### src/rtl/deskew_pkg.sv
package deskew_pkg;

    typedef enum logic [1:0] {
        PH_IDLE   = 2'd0,
        PH_GATHER = 2'd1,
        PH_RUN    = 2'd2
    } phase_e;

endpackage

### src/rtl/deskew_lane_fifo.sv
module deskew_lane_fifo #(
    parameter int WORD_W = 9,
    parameter int DEPTH  = 16
) (
    input  logic                        clk,
    input  logic                        rst_n,
    input  logic                        clr,
    input  logic                        wr_en,
    input  logic                        rd_en,
    input  logic [WORD_W-1:0]           wr_word,
    output logic [WORD_W-1:0]           rd_word,
    output logic [$clog2(DEPTH):0]      level
);

    localparam int AW = $clog2(DEPTH);
    localparam int CW = AW + 1;

    typedef struct packed {
        logic [DEPTH-1:0][WORD_W-1:0] mem;
        logic [AW-1:0]                wptr;
        logic [AW-1:0]                rptr;
        logic [CW-1:0]                cnt;
    } fifo_s;

    fifo_s st_d, st_q;

    always_comb begin
        st_d = st_q;
        if (clr) begin
            st_d.wptr = '0;
            st_d.rptr = '0;
            st_d.cnt  = '0;
        end else begin
            if (wr_en) begin
                st_d.mem[st_q.wptr] = wr_word;
                st_d.wptr = (st_q.wptr == AW'(DEPTH - 1)) ? '0 : st_q.wptr + 1'b1;
            end
            if (rd_en) begin
                st_d.rptr = (st_q.rptr == AW'(DEPTH - 1)) ? '0 : st_q.rptr + 1'b1;
            end
            st_d.cnt = st_q.cnt + CW'(wr_en) - CW'(rd_en);
        end
    end

    always_ff @(posedge clk or negedge rst_n) begin
        if (!rst_n) st_q <= '0;
        else        st_q <= st_d;
    end

    assign rd_word = st_q.mem[st_q.rptr];
    assign level   = st_q.cnt;

    AST_NO_OVERFLOW: assert property (@(posedge clk) disable iff (!rst_n)
        (wr_en && !rd_en && !clr) |-> (st_q.cnt < CW'(DEPTH)));

    AST_NO_UNDERFLOW: assert property (@(posedge clk) disable iff (!rst_n)
        (rd_en && !wr_en && !clr) |-> (st_q.cnt != '0));

endmodule

### src/rtl/deskew_ctrl.sv
module deskew_ctrl
    import deskew_pkg::*;
#(
    parameter int LANES    = 4,
    parameter int SKEW_WIN = 10
) (
    input  logic             clk,
    input  logic             rst_n,
    input  logic [LANES-1:0] lane_sync,
    input  logic [LANES-1:0] lane_is_a,
    input  logic [LANES-1:0] lane_full,
    input  logic             lose,
    output logic [LANES-1:0] wr_en,
    output logic             rd_en,
    output logic             clr,
    output logic             run
);

    localparam int WW = $clog2(SKEW_WIN + 2);

    typedef struct packed {
        phase_e           phase;
        logic [LANES-1:0] started;
        logic [WW-1:0]    win;
    } ctrl_s;

    ctrl_s st_d, st_q;

    logic             sync_ok;
    logic [LANES-1:0] new_start;
    logic [LANES-1:0] now_started;

    always_comb begin
        sync_ok     = &lane_sync;
        new_start   = lane_is_a & ~st_q.started;
        now_started = st_q.started | new_start;
        st_d        = st_q;
        wr_en       = '0;
        rd_en       = 1'b0;
        clr         = 1'b0;

        if (!sync_ok || lose) begin
            st_d = '0;
            clr  = 1'b1;
        end else begin
            unique case (st_q.phase)
                PH_IDLE, PH_GATHER: begin
                    wr_en = now_started;
                    if (|(now_started & lane_full)) begin
                        st_d  = '0;
                        clr   = 1'b1;
                        wr_en = '0;
                    end else if (&now_started) begin
                        st_d.phase   = PH_RUN;
                        st_d.started = now_started;
                    end else if (st_q.phase == PH_GATHER && st_q.win >= WW'(SKEW_WIN)) begin
                        st_d  = '0;
                        clr   = 1'b1;
                        wr_en = '0;
                    end else begin
                        st_d.started = now_started;
                        if (|now_started) begin
                            st_d.phase = PH_GATHER;
                            st_d.win   = st_q.win + 1'b1;
                        end
                    end
                end
                PH_RUN: begin
                    wr_en = '1;
                    rd_en = 1'b1;
                end
                default: begin
                    st_d = '0;
                    clr  = 1'b1;
                end
            endcase
        end
    end

    always_ff @(posedge clk or negedge rst_n) begin
        if (!rst_n) st_q <= '0;
        else        st_q <= st_d;
    end

    assign run = (st_q.phase == PH_RUN);

    AST_READ_NEEDS_ALL: assert property (@(posedge clk) disable iff (!rst_n)
        rd_en |-> (&st_q.started));

    AST_WIN_BOUND: assert property (@(posedge clk) disable iff (!rst_n)
        (st_q.phase == PH_GATHER) |-> (st_q.win <= WW'(SKEW_WIN)));

    AST_NO_WRITE_UNSYNCED: assert property (@(posedge clk) disable iff (!rst_n)
        !(&lane_sync) |-> (wr_en == '0));

endmodule

### src/rtl/deskew_align_mon.sv
module deskew_align_mon #(
    parameter int LANES     = 4,
    parameter int ACQ_EXTRA = 3,
    parameter int LOSE_COLS = 4
) (
    input  logic             clk,
    input  logic             rst_n,
    input  logic             run,
    input  logic             sync_ok,
    input  logic [LANES-1:0] out_is_a,
    output logic             aligned,
    output logic             lose
);

    localparam int AQW = $clog2(ACQ_EXTRA + 1);
    localparam int LSW = $clog2(LOSE_COLS + 1);

    typedef struct packed {
        logic           seen_first;
        logic [AQW-1:0] acq_cnt;
        logic           aligned;
        logic [LSW-1:0] mis_cnt;
    } mon_s;

    mon_s st_d, st_q;

    logic col_all;
    logic col_mis;

    always_comb begin
        col_all = run && (&out_is_a);
        col_mis = run && (|out_is_a) && !(&out_is_a);
        lose    = st_q.aligned && col_mis && (st_q.mis_cnt == LSW'(LOSE_COLS - 1));
        st_d    = st_q;

        if (!run || !sync_ok || lose) begin
            st_d = '0;
        end else if (!st_q.aligned) begin
            if (col_all) begin
                if (!st_q.seen_first) begin
                    st_d.seen_first = 1'b1;
                end else if (st_q.acq_cnt == AQW'(ACQ_EXTRA - 1)) begin
                    st_d.aligned = 1'b1;
                    st_d.acq_cnt = '0;
                    st_d.mis_cnt = '0;
                end else begin
                    st_d.acq_cnt = st_q.acq_cnt + 1'b1;
                end
            end
        end else begin
            if (col_all)      st_d.mis_cnt = '0;
            else if (col_mis) st_d.mis_cnt = st_q.mis_cnt + 1'b1;
        end
    end

    always_ff @(posedge clk or negedge rst_n) begin
        if (!rst_n) st_q <= '0;
        else        st_q <= st_d;
    end

    assign aligned = st_q.aligned;

    AST_ACQ_ON_ALIGNED_COL: assert property (@(posedge clk) disable iff (!rst_n)
        $rose(st_q.aligned) |-> $past(col_all));

    AST_LOSE_DROPS: assert property (@(posedge clk) disable iff (!rst_n)
        lose |=> !st_q.aligned);

    AST_MIS_BOUND: assert property (@(posedge clk) disable iff (!rst_n)
        st_q.mis_cnt < LSW'(LOSE_COLS));

endmodule

### src/rtl/deskew4_top.sv
module deskew4_top
    import deskew_pkg::*;
#(
    parameter int                LANES      = 4,
    parameter int                DATA_W     = 8,
    parameter int                FIFO_DEPTH = 16,
    parameter int                SKEW_WIN   = 10,
    parameter int                ACQ_EXTRA  = 3,
    parameter int                LOSE_COLS  = 4,
    parameter logic [DATA_W-1:0] ALIGN_CODE = 8'h7C
) (
    input  logic                    clk,
    input  logic                    rst_n,
    input  logic [LANES-1:0]        lane_sync,
    input  logic [LANES*DATA_W-1:0] lane_data,
    input  logic [LANES-1:0]        lane_k,
    output logic [LANES*DATA_W-1:0] out_data,
    output logic [LANES-1:0]        out_k,
    output logic                    out_valid,
    output logic                    chan_aligned
);

    localparam int WORD_W = DATA_W + 1;
    localparam int LVL_W  = $clog2(FIFO_DEPTH) + 1;

    logic [LANES-1:0] in_is_a;
    logic [LANES-1:0] out_is_a;
    logic [LANES-1:0] lane_full;
    logic [LANES-1:0] wr_en;
    logic             rd_en;
    logic             clr;
    logic             run;
    logic             lose;
    logic             aligned;

    for (genvar g = 0; g < LANES; g++) begin : g_lane
        logic [WORD_W-1:0] rd_word;
        logic [LVL_W-1:0]  lvl;

        assign in_is_a[g] = lane_k[g] && (lane_data[g*DATA_W +: DATA_W] == ALIGN_CODE);

        deskew_lane_fifo #(
            .WORD_W (WORD_W),
            .DEPTH  (FIFO_DEPTH)
        ) u_fifo (
            .clk     (clk),
            .rst_n   (rst_n),
            .clr     (clr),
            .wr_en   (wr_en[g]),
            .rd_en   (rd_en),
            .wr_word ({lane_k[g], lane_data[g*DATA_W +: DATA_W]}),
            .rd_word (rd_word),
            .level   (lvl)
        );

        assign lane_full[g] = (lvl == LVL_W'(FIFO_DEPTH));
        assign out_is_a[g]  = rd_word[DATA_W] && (rd_word[DATA_W-1:0] == ALIGN_CODE);
        assign out_k[g]     = run & rd_word[DATA_W];
        assign out_data[g*DATA_W +: DATA_W] = run ? rd_word[DATA_W-1:0] : '0;
    end

    deskew_ctrl #(
        .LANES    (LANES),
        .SKEW_WIN (SKEW_WIN)
    ) u_ctrl (
        .clk       (clk),
        .rst_n     (rst_n),
        .lane_sync (lane_sync),
        .lane_is_a (in_is_a),
        .lane_full (lane_full),
        .lose      (lose),
        .wr_en     (wr_en),
        .rd_en     (rd_en),
        .clr       (clr),
        .run       (run)
    );

    deskew_align_mon #(
        .LANES     (LANES),
        .ACQ_EXTRA (ACQ_EXTRA),
        .LOSE_COLS (LOSE_COLS)
    ) u_mon (
        .clk      (clk),
        .rst_n    (rst_n),
        .run      (run),
        .sync_ok  (&lane_sync),
        .out_is_a (out_is_a),
        .aligned  (aligned),
        .lose     (lose)
    );

    assign out_valid    = run;
    assign chan_aligned = aligned;

    AST_IDLE_OUT_ZERO: assert property (@(posedge clk) disable iff (!rst_n)
        !out_valid |-> (out_data == '0 && out_k == '0));

    AST_RELEASE_ALL_A: assert property (@(posedge clk) disable iff (!rst_n)
        $rose(out_valid) |-> (&out_is_a));

    AST_SYNC_DROP: assert property (@(posedge clk) disable iff (!rst_n)
        !(&lane_sync) |=> (!out_valid && !chan_aligned));

endmodule

### config.mk
export PLATFORM = sky130hd
export DESIGN_NAME = deskew4_top
export DESIGN_NICKNAME = d
export VERILOG_FILES = /design/src/rtl/deskew_pkg.sv /design/src/rtl/deskew_lane_fifo.sv /design/src/rtl/deskew_ctrl.sv /design/src/rtl/deskew_align_mon.sv /design/src/rtl/deskew4_top.sv
export SDC_FILE = /design/constraint.sdc
export NUM_CORES = 1
export LEC_CHECK = 0
export BUFFER_PORTS_ARGS = -buffer_cell sky130_fd_sc_hd__buf_4
export CORE_UTILIZATION = 59
export CTS_CLUSTER_SIZE = 25
export DETAILED_ROUTE_END_ITERATION = 10
export GPL_TIMING_DRIVEN = 0
export PLACE_DENSITY = 0.76
export SLEW_MARGIN = 20
export SYNTH_ARGS = -nofsm -noshare
export SYNTH_HDL_FRONTEND = slang
export SYNTH_SLANG_ARGS = --single-unit
### constraint.sdc
create_clock -name clk -period 5.8 [get_ports clk]
set_input_delay 1.45 -clock clk [delete_from_list [all_inputs] [get_ports clk]]
set_output_delay 1.45 -clock clk [all_outputs]
set_load 0.02 [all_outputs]
==> results of run 1 <==
## sequential cells by signal, indices dropped and copies added, names as in the netlist
name	cells
g_lane.u_fifo.st_q	608
u_mon.aligned	1
u_ctrl.st_q	10
g_lane.u_fifo.level	20
u_mon.st_q	6
## layout by cell type, fill, tap and decap left out, drive strengths merged, types with 4 or more instances in the layout
cell type,netlist,final
nor3b,4,4
buf,82,166
nor3,66,66
o21ai,18,18
nor4,17,17
fa,4,4
a311oi,9,9
a221oi,5,5
nor2b,24,24
bufinv,0,9
nand3,72,72
a211oi,5,5
or3,7,7
a22oi,33,33
mux4,130,130
inv,40,45
a21o,4,4
ha,48,48
or4,22,22
mux2,581,581
nor2,81,81
nand2,63,63
xor2,6,6
mux2i,42,42
and2,8,8
dfrtp,645,645
xnor2,14,14
nand2b,13,13
a21oi,42,42
and3,18,18
clkinv,2,9
a41oi,6,6
a31oi,25,25
clkbuf,79,185
nand4,35,35
## synthesized netlist by cell type (4+ instances only)
cell,instances
xor2_1,6
dfrtp_1,645
nand3_1,72
a41oi_1,5
buf_4,14
or3_1,7
clkbuf_1,79
o21ai_0,15
nor3_4,34
fa_1,4
a22oi_1,33
buf_1,12
mux2_2,509
and3_1,18
nor2_1,81
nor3_1,31
inv_1,39
and2_1,8
mux2_1,72
a31oi_1,25
buf_6,5
nor4_1,8
a221oi_1,5
buf_2,51
xnor2_1,14
or4_1,22
a21o_1,4
nor2b_1,24
ha_1,48
a311oi_1,9
nor4_2,4
a21oi_1,42
nand4_1,35
nand2_1,63
nand2b_1,13
a211oi_1,5
nor4_4,5
mux2i_1,42
nor3b_1,4
mux4_2,130
## metal layers
layer	part of all wire, %	track usage, %	up-vias
met2	48	49.3	794
li1	-	-	8850
met3	6.6	5.71	217
met1	41	42.1	11000
met5	0	0	-
met4	3.8	12.6	0
## how the worst max path moves through the flow
stage / cells past startpoint / startpoint / endpoint
2_1_floorplan: 17 / lane_data[21] / g_lane[1].u_fifo.level[4]$_DFF_PN0_
3_3_place_gp: 1 / rst_n / g_lane[2].u_fifo.st_q[49]$_DFFE_PN0P_
3_5_place_dp: 22 / g_lane[0].u_fifo.st_q[5]$_DFFE_PN0P_ / g_lane[1].u_fifo.level[4]$_DFF_PN0_
4_1_cts: 19 / lane_data[2] / g_lane[0].u_fifo.level[4]$_DFF_PN0_
5_1_grt: 26 / g_lane[1].u_fifo.st_q[6]$_DFFE_PN0P_ / g_lane[2].u_fifo.level[4]$_DFF_PN0_
6_report: 19 / lane_data[17] / g_lane[0].u_fifo.level[4]$_DFF_PN0_
## area by class of cell
| cell class | count | area, um^2 | share of cell area, % |
|---|---|---|---|
| Buffer | 161 | 832 | 2.31 |
| Clock buffer | 99 | 2030 | 5.65 |
| Timing Repair Buffer | 91 | 811 | 2.25 |
| Tap cell | 688 | 861 | 2.39 |
| Multi-Input combinational cell | 1436 | 14800 | 41.1 |
| Clock inverter | 23 | 368 | 1.02 |
| Sequential cell | 645 | 16100 | 44.9 |
| Inverter | 42 | 158 | 0.438 |
## logic make-up after synthesis
group                    after synthesis  synth area share (%)
AO/OA/AOI/OAI                        168                  3.57
adder cells (fa/ha/maj)               52                  2.15
AND/OR/NAND/NOR                      443                  8.81
multiplexers                         753                  31.2
XOR/XNOR                              20                 0.552
flip-flops                           645                  50.9
buffers and inverters                203                  2.89
## worst max-delay path, cell delays in order
cell	delay, ns
buf_4	0.14
nor3b_1	0.46
a41oi_2	0.33
nor4_1	0.62
nor4_4	0.13
nand2_1	0.29
clkbuf_1	0.68
o21ai_0	0.27
clkbuf_2	0.30
nand2_1	0.12
ha_1	0.14
inv_1	0.05
ha_1	0.21
fa_1	0.41
a21oi_1	0.17
nor2_1	0.05
nor2_1	0.11
xnor2_1	0.14
nor3_1	0.06
## report_power, final
| group | internal, mW | switching (mW) | leakage [nW] |
|---|---|---|---|
| clock | 2.84 | 1.82 | 1.18 |
| combinational | 0.0558 | 0.179 | 6.48 |
| sequential | 4.51 | 0.00551 | 9.00 |
| total | 7.41 | 2.01 | 16.7 |
## per-stage QoR
| stage | std cells | hold slack, ns | power [mW] |
|---|---|---|---|
| after floorplan | 2284 | 0.459 | 4.65 |
| after global placement | 3051 | 0.468 | 4.81 |
| after detailed placement | 3057 | 0.477 | 4.83 |
| after CTS | 3184 | 0.489 | 9.48 |
| after global routing | 3185 | 0.499 | 9.67 |
| final | 3185 | 0.489 | 9.42 |
## timing repair
| action | 4_1_cts | 5_1_grt |
|---|---|---|
| pin swaps | 3 | 3 |
| resized for setup | 14 | 35 |
| buffers inserted | 5 | 1 |
| endpoints found under the setup margin | 20 | 6 |
==> run summary, run 1 <==
Final Hold Fails: 0
core area: 0.0529 mm^2
clock latency on the worst-skew pair: 0.62 ns
Total GRT Usage: 30.9%
Mapped Cells: 2284
Max Cap Viol: 0
final antenna-violating net count: 0
yosys warns: 0
Pwr Density: 262 mW/mm^2
dpl hpwl: 53400 um
drt wl/cell: 25.6 um
sequential-to-total area share from yosys stat: 50.9%
CTS tree: built
startpoint types: input port
slack of the worst reg-to-reg path: 0.20 ns
Final Skew: 0.0245 ns
CP arrival: 6.15 ns
worst slack at placement: -1.28 ns
Synth area leaders: dfrtp_1, mux2_2, mux4_2
hold depth: 1
final worst setup slack: 0.118 ns
first-pass GRT wire length: 127000 um
number of synthesized flops with an enable pin: 0
Die Width: 234 um
largest net degree at the start of global routing: 102
total number of vias: 20800
gp weighted congestion: 0.921
Worst setup EP type: flop
DR DRC count: 5
path type of the worst min-delay path: reg -> reg
vias in the first global route: 21900
die height: 234 um
Hold Path End: g_lane[0].u_fifo.st_q[107]$_DFFE_PN0P_
Rows: 84
Clock Path Buffers: 3
hold_buf cts: 0
number of clock sinks: 645
port bufs: 79
FF+latch count, synth: 645
VDD IR max: 0.232 mV
LEAKAGE: 16.7 nW
mean area per synthesized cell: 13.9 um^2
CTS H-tree lvls: 3
Post-Syn Area: 0.0317 mm^2
WL final: 81400 um
hold_sp: g_lane[0].u_fifo.st_q[107]$_DFFE_PN0P_
Clock Pin Slew Worst Setup and Hold Paths: 0.06 ns
# diodes: 0
Initial DRC Count: 1888
Tmin final: 5.68 ns
Fill cells: 3652
Synth top area share: 50.9%
required time worst endpoint: 6.26 ns
asr flop ratio synth: 100%
worst setup path class: in -> reg
Die Area: 0.0547 mm^2
Remaining Overflow, GRT: 0
final instance area: 0.0360 mm^2
FF-to-FF path depth: 25
Slew Limit Fails: 0
area growth from synthesis to layout: 13.4%
DRT Pass-1 Iters: 10
fraction of layout cells with a size suffix above 1: 39.3%
status: finished with violations
worst flop-to-flop path startpoint: g_lane[0].u_fifo.st_q[5]$_DFFE_PN0P_
final setup fails: 0
failing checks: design-rule violations
final core utilization: 68.0%
Post-synth top flop: dfrtp_1
Yosys cell types: 67
routed vias/inst: 6.54
io pins: 80
Root Buffer Master: clkbuf_16
Synth Net Count: 2378
Slew @ Worst Pin: 1.16 ns
Slew Limit Headroom: 22.5%
r2r endpoint: g_lane[1].u_fifo.level[4]$_DFF_PN0_
layout net count: 2540
worst-path fanout max: 10
initial core utilization: 60.0%
Cell Area, Placed: 0.0334 mm^2
Max Fclk: 0.176 GHz
final critical-path share of the clock period: 98.0%
Sum Neg Setup Slack: 0 ns
TritonCTS Buffers: 69
Yosys top cell by area: dfrtp_1
initial antenna violation count: 0
Power figures use the tool's default switching activity.
==> run 2: changes to the inputs <==
- CELL_PAD_IN_SITES_DETAIL_PLACEMENT: unset -> 1
- CELL_PAD_IN_SITES_GLOBAL_PLACEMENT: unset -> 2
- CORE_UTILIZATION: 59 -> 46
- PLACE_DENSITY: 0.76 -> unset
- PLACE_DENSITY_LB_ADDON: unset -> 0.1
==> run summary, run 2 (synthesis results as in run 1) <==
WL final: 92300 um
Pwr Density: 264 mW/mm^2
max FFs per register: 608
Worst setup EP type: flop
worst slack at placement: -1.63 ns
most common cell after layout, fill and taps aside: dfrtp_1
startpoint types: flop
DRT Pass-1 Iters: 5
drt wl/cell: 27.3 um
DR DRC count: 0
gp weighted congestion: 0.835
core area: 0.0678 mm^2
VDD IR max: 0.186 mV
most frequent cells in the layout: dfrtp_1, mux2_2, mux4_2
dpl hpwl: 61300 um
Slew Limit Headroom: 27.4%
Initial DRC Count: 1080
Total GRT Usage: 27.5%
slack of the worst reg-to-reg path: 0.28 ns
Slew Limit Fails: 0
CTS H-tree lvls: 3
Finished Layout Cells: 3382
# diodes: 0
Clock Pin Slew Worst Setup and Hold Paths: 0.06 ns
initial antenna violation count: 0
required time worst endpoint: 6.27 ns
CTS tree: built
crit-path max cell delay: 0.53 ns
Root Buffer Master: clkbuf_16
port bufs: 79
io pins: 80
Final Hold Fails: 0
first-pass GRT wire length: 144000 um
Rows: 95
routed vias/inst: 6.03
largest net degree at the start of global routing: 107
Slew @ Worst Pin: 1.09 ns
Max Fclk: 0.181 GHz
Max Cap Viol: 0
initial core utilization: 46.8%
total power: 9.60 mW
final worst setup slack: 0.285 ns
worst-path fanout max: 10
layout net count: 2547
worst setup path class: reg -> reg
CP arrival: 5.99 ns
Die Area: 0.0700 mm^2
area growth from synthesis to layout: 14.6%
Remaining Overflow, GRT: 0
Final Skew: 0.0283 ns
Tmin final: 5.52 ns
final antenna-violating net count: 0
Sum Neg Setup Slack: 0 ns
clock latency on the worst-skew pair: 0.64 ns
status: finished clean
Die Width: 265 um
final setup fails: 0
RSZ-0062 raised after global routing: false
Top Family by Delay on Critical Path: simple AND/OR/NAND/NOR gates
Clock Path Buffers: 3
CP bufs+invs: 8
die height: 265 um
LEAKAGE: 16.8 nW
hold_buf cts: 0
path type of the worst min-delay path: reg -> reg
critical path's slowest cell: mux4_2
final critical-path share of the clock period: 95.1%
Most flops, register: g_lane.u_fifo.st_q
number of clock sinks: 645
fraction of layout cells with a size suffix above 1: 39.7%
vias in the first global route: 22600
Inst Count DP: 3242
TritonCTS Buffers: 74
total number of vias: 20400
run 2: report_power, final:
group	switching (mW)	internal [mW]	total [mW]
Combinational	0.187	0.0560	0.243
Sequential	0.00560	4.51	4.52
Clock	1.94	2.90	4.84
run 2: per-layer routing:
metal  share of wire, %  track usage (%)  up-vias
met5                  0                0        -
met4                3.3             8.72        0
met3                3.7             3.82      154
met2                 50             46.0      369
met1                 43             37.0    11000
li1                   -                -     8863
run 2: path summary, 6_finish.rpt:
check                                                        from                                endpoint  depth (start not counted)
max in group asynchronous                                   rst_n   g_lane[0].u_fifo.st_q[99]$_DFFE_PN0P_                          4
min in group asynchronous                                   rst_n   g_lane[3].u_fifo.st_q[54]$_DFFE_PN0P_                          1
setup reg to reg             g_lane[3].u_fifo.st_q[5]$_DFFE_PN0P_     g_lane[3].u_fifo.level[4]$_DFF_PN0_                         25
hold reg to reg            g_lane[3].u_fifo.st_q[110]$_DFFE_PN0P_  g_lane[3].u_fifo.st_q[110]$_DFFE_PN0P_                          1
hold / removal             g_lane[3].u_fifo.st_q[110]$_DFFE_PN0P_  g_lane[3].u_fifo.st_q[110]$_DFFE_PN0P_                          1
setup / recovery             g_lane[3].u_fifo.st_q[5]$_DFFE_PN0P_     g_lane[3].u_fifo.level[4]$_DFF_PN0_                         25
run 2: final cells by class:
cell class	instances	area, um^2
sequential	645	16100
multi-input combinational	1436	14800
inverter	42	158
buffer	161	860
fill	6627	31400
clock inverter	20	273
tap	873	1090
timing repair buffer	93	848
clock buffer	112	2250
run 2: repair_timing:
action | in CTS | in global routing
pin swaps | 5 | 4
gates resized for setup | 18 | 43
endpoints found under the setup margin | 110 | 12
buffers inserted | 6 | 0
run 2: through the flow:
stage / hold WS [ns] / area, um^2 / util, %
detailed placement: 0.476 / 33600 / 49.6
global placement: 0.468 / 33400 / 49.3
finish: 0.482 / 36400 / 53.7
floorplan: 0.459 / 31700 / -
global route: 0.500 / 36400 / 53.7
CTS: 0.489 / 36200 / 53.5
==> run 3: changes to the inputs <==
- PLACE_DENSITY: unset -> 0.8
- PLACE_DENSITY_LB_ADDON: 0.1 -> unset
==> run summary, run 3 (synthesis results as in run 1) <==
worst setup path class: in -> reg
Inst Count DP: 3243
Clock Pin Slew Worst Setup and Hold Paths: 0.05 ns
Total GRT Usage: 26.6%
fraction of layout cells with a size suffix above 1: 39.9%
max FFs per register: 608
CP arrival: 5.98 ns
Clock Path Buffers: 3
final antenna-violating net count: 0
Worst setup EP type: flop
Final Skew: 0.0302 ns
clock latency on the worst-skew pair: 0.64 ns
Pwr Density: 264 mW/mm^2
vias in the first global route: 22800
Tmin final: 5.51 ns
worst slack at placement: -1.56 ns
critical path's slowest cell: nor3b_1
final setup fails: 0
gp weighted congestion: 0.827
DR DRC count: 0
Fill cells: 6573
io pins: 80
most common cell after layout, fill and taps aside: dfrtp_1
DRT Pass-1 Iters: 4
largest net degree at the start of global routing: 99
LEAKAGE: 16.8 nW
drt wl/cell: 26.5 um
status: finished clean
CTS H-tree lvls: 3
Final Hold Fails: 0
routed vias/inst: 6.04
worst-path fanout max: 10
Most flops, register: g_lane.u_fifo.st_q
path type of the worst min-delay path: reg -> reg
dpl hpwl: 60400 um
layout net count: 2548
port bufs: 79
Slew Limit Headroom: 26.9%
Max Fclk: 0.181 GHz
Initial DRC Count: 1041
Max Cap Viol: 0
Die Width: 265 um
Remaining Overflow, GRT: 0
total number of vias: 20500
die height: 265 um
first-pass GRT wire length: 141000 um
Slew Limit Fails: 0
VDD IR max: 0.185 mV
initial core utilization: 46.8%
TritonCTS Buffers: 75
final core utilization: 53.8%
required time worst endpoint: 6.27 ns
WHS: 0.490 ns
Storage cell area: 0.0161 mm^2
Die Area: 0.0700 mm^2
Multi-input gate area: 0.0148 mm^2
startpoint types: input port
number of clock sinks: 645
WL final: 89900 um
most frequent cells in the layout: dfrtp_1, mux2_2, mux4_2
core area: 0.0678 mm^2
worst path cell trace: buf_4 > nor3b_1 > a41oi_2 > nor4_1 > nand2b_1 > nand2_1 > clkbuf_2 > o21ai_0 > clkbuf_1 > nand2_1 > ha_1 > inv_1 > ha_1 > fa_1 > a21oi_1 > nor2_1 > nor2_1 > xnor2_1 > nor3_1
final worst setup slack: 0.290 ns
crit-path max cell delay: 0.51 ns
Rows: 95
Finished Layout Cells: 3388
CTS tree: built
area growth from synthesis to layout: 14.8%
initial antenna violation count: 1
Root Buffer Master: clkbuf_16
# diodes: 0
final critical-path share of the clock period: 95.0%
Slew @ Worst Pin: 1.09 ns
==> run 3: final timing paths <==
kind	cells past startpoint	from	endpoint	slack, ns
hold / removal	1	g_lane[0].u_fifo.st_q[29]$_DFFE_PN0P_	g_lane[0].u_fifo.st_q[29]$_DFFE_PN0P_	0.49
setup / recovery	19	lane_data[8]	g_lane[0].u_fifo.level[4]$_DFF_PN0_	0.29
hold reg to reg	1	g_lane[0].u_fifo.st_q[29]$_DFFE_PN0P_	g_lane[0].u_fifo.st_q[29]$_DFFE_PN0P_	0.49
min in group asynchronous	1	rst_n	g_lane[3].u_fifo.st_q[54]$_DFFE_PN0P_	0.81
max in group asynchronous	4	rst_n	g_lane[2].u_fifo.st_q[57]$_DFFE_PN0P_	3.23
setup reg to reg	25	g_lane[2].u_fifo.st_q[5]$_DFFE_PN0P_	g_lane[3].u_fifo.level[4]$_DFF_PN0_	0.31
==> run 3: final cells by class <==
cell class                      instances  area share (%)
Clock inverter                         27           0.969
Buffer                                160            2.31
Sequential cell                       645            44.3
Tap cell                              873            3.00
Clock buffer                          111            6.02
Timing Repair Buffer                   94            2.34
Inverter                               42           0.433
Multi-Input combinational cell       1436            40.6
==> run 3: power by group <==
group          leakage [nW]  internal, mW  total (mW)  switching [mW]
sequential             9.00          4.51        4.52         0.00574
clock                  1.26          2.87        4.84            1.97
combinational          6.51        0.0577       0.243           0.185
==> run 3: metrics by stage <==
stage	instance area, um^2	total power, mW	TNS, ns
3_3_place_gp	33400	4.82	-2429.44
4_1_cts	36300	9.70	0
3_5_place_dp	33600	4.85	-148.38
6_report	36400	9.60	0
5_1_grt	36400	9.89	-0.0131
2_1_floorplan	31700	4.65	0
==> run 3: worst max-delay path: cells and delay by family <==
family / cells / cell delay, ns
AO/OA/AOI/OAI: 3 / 0.78
XOR/XNOR: 1 / 0.13
adder cells (fa/ha/maj): 3 / 0.91
buffers and inverters: 4 / 0.94
AND/OR/NAND/NOR: 8 / 1.75
==> run 3: routing by layer <==
metal	global-route usage (%)	vias up	share of wire [%]
met1	35.0	11000	43
met4	9.60	2	3.1
met3	4.25	165	3.6
met2	44.7	370	50
li1	-	8890	-
met5	0	-	0.014
==> run 3: timing repair <==
action	CTS	global route
endpoints found under the setup margin	39	7
pin swaps	3	4
hold buffers	0	0
buffers inserted	5	3
gates resized for setup	18	48
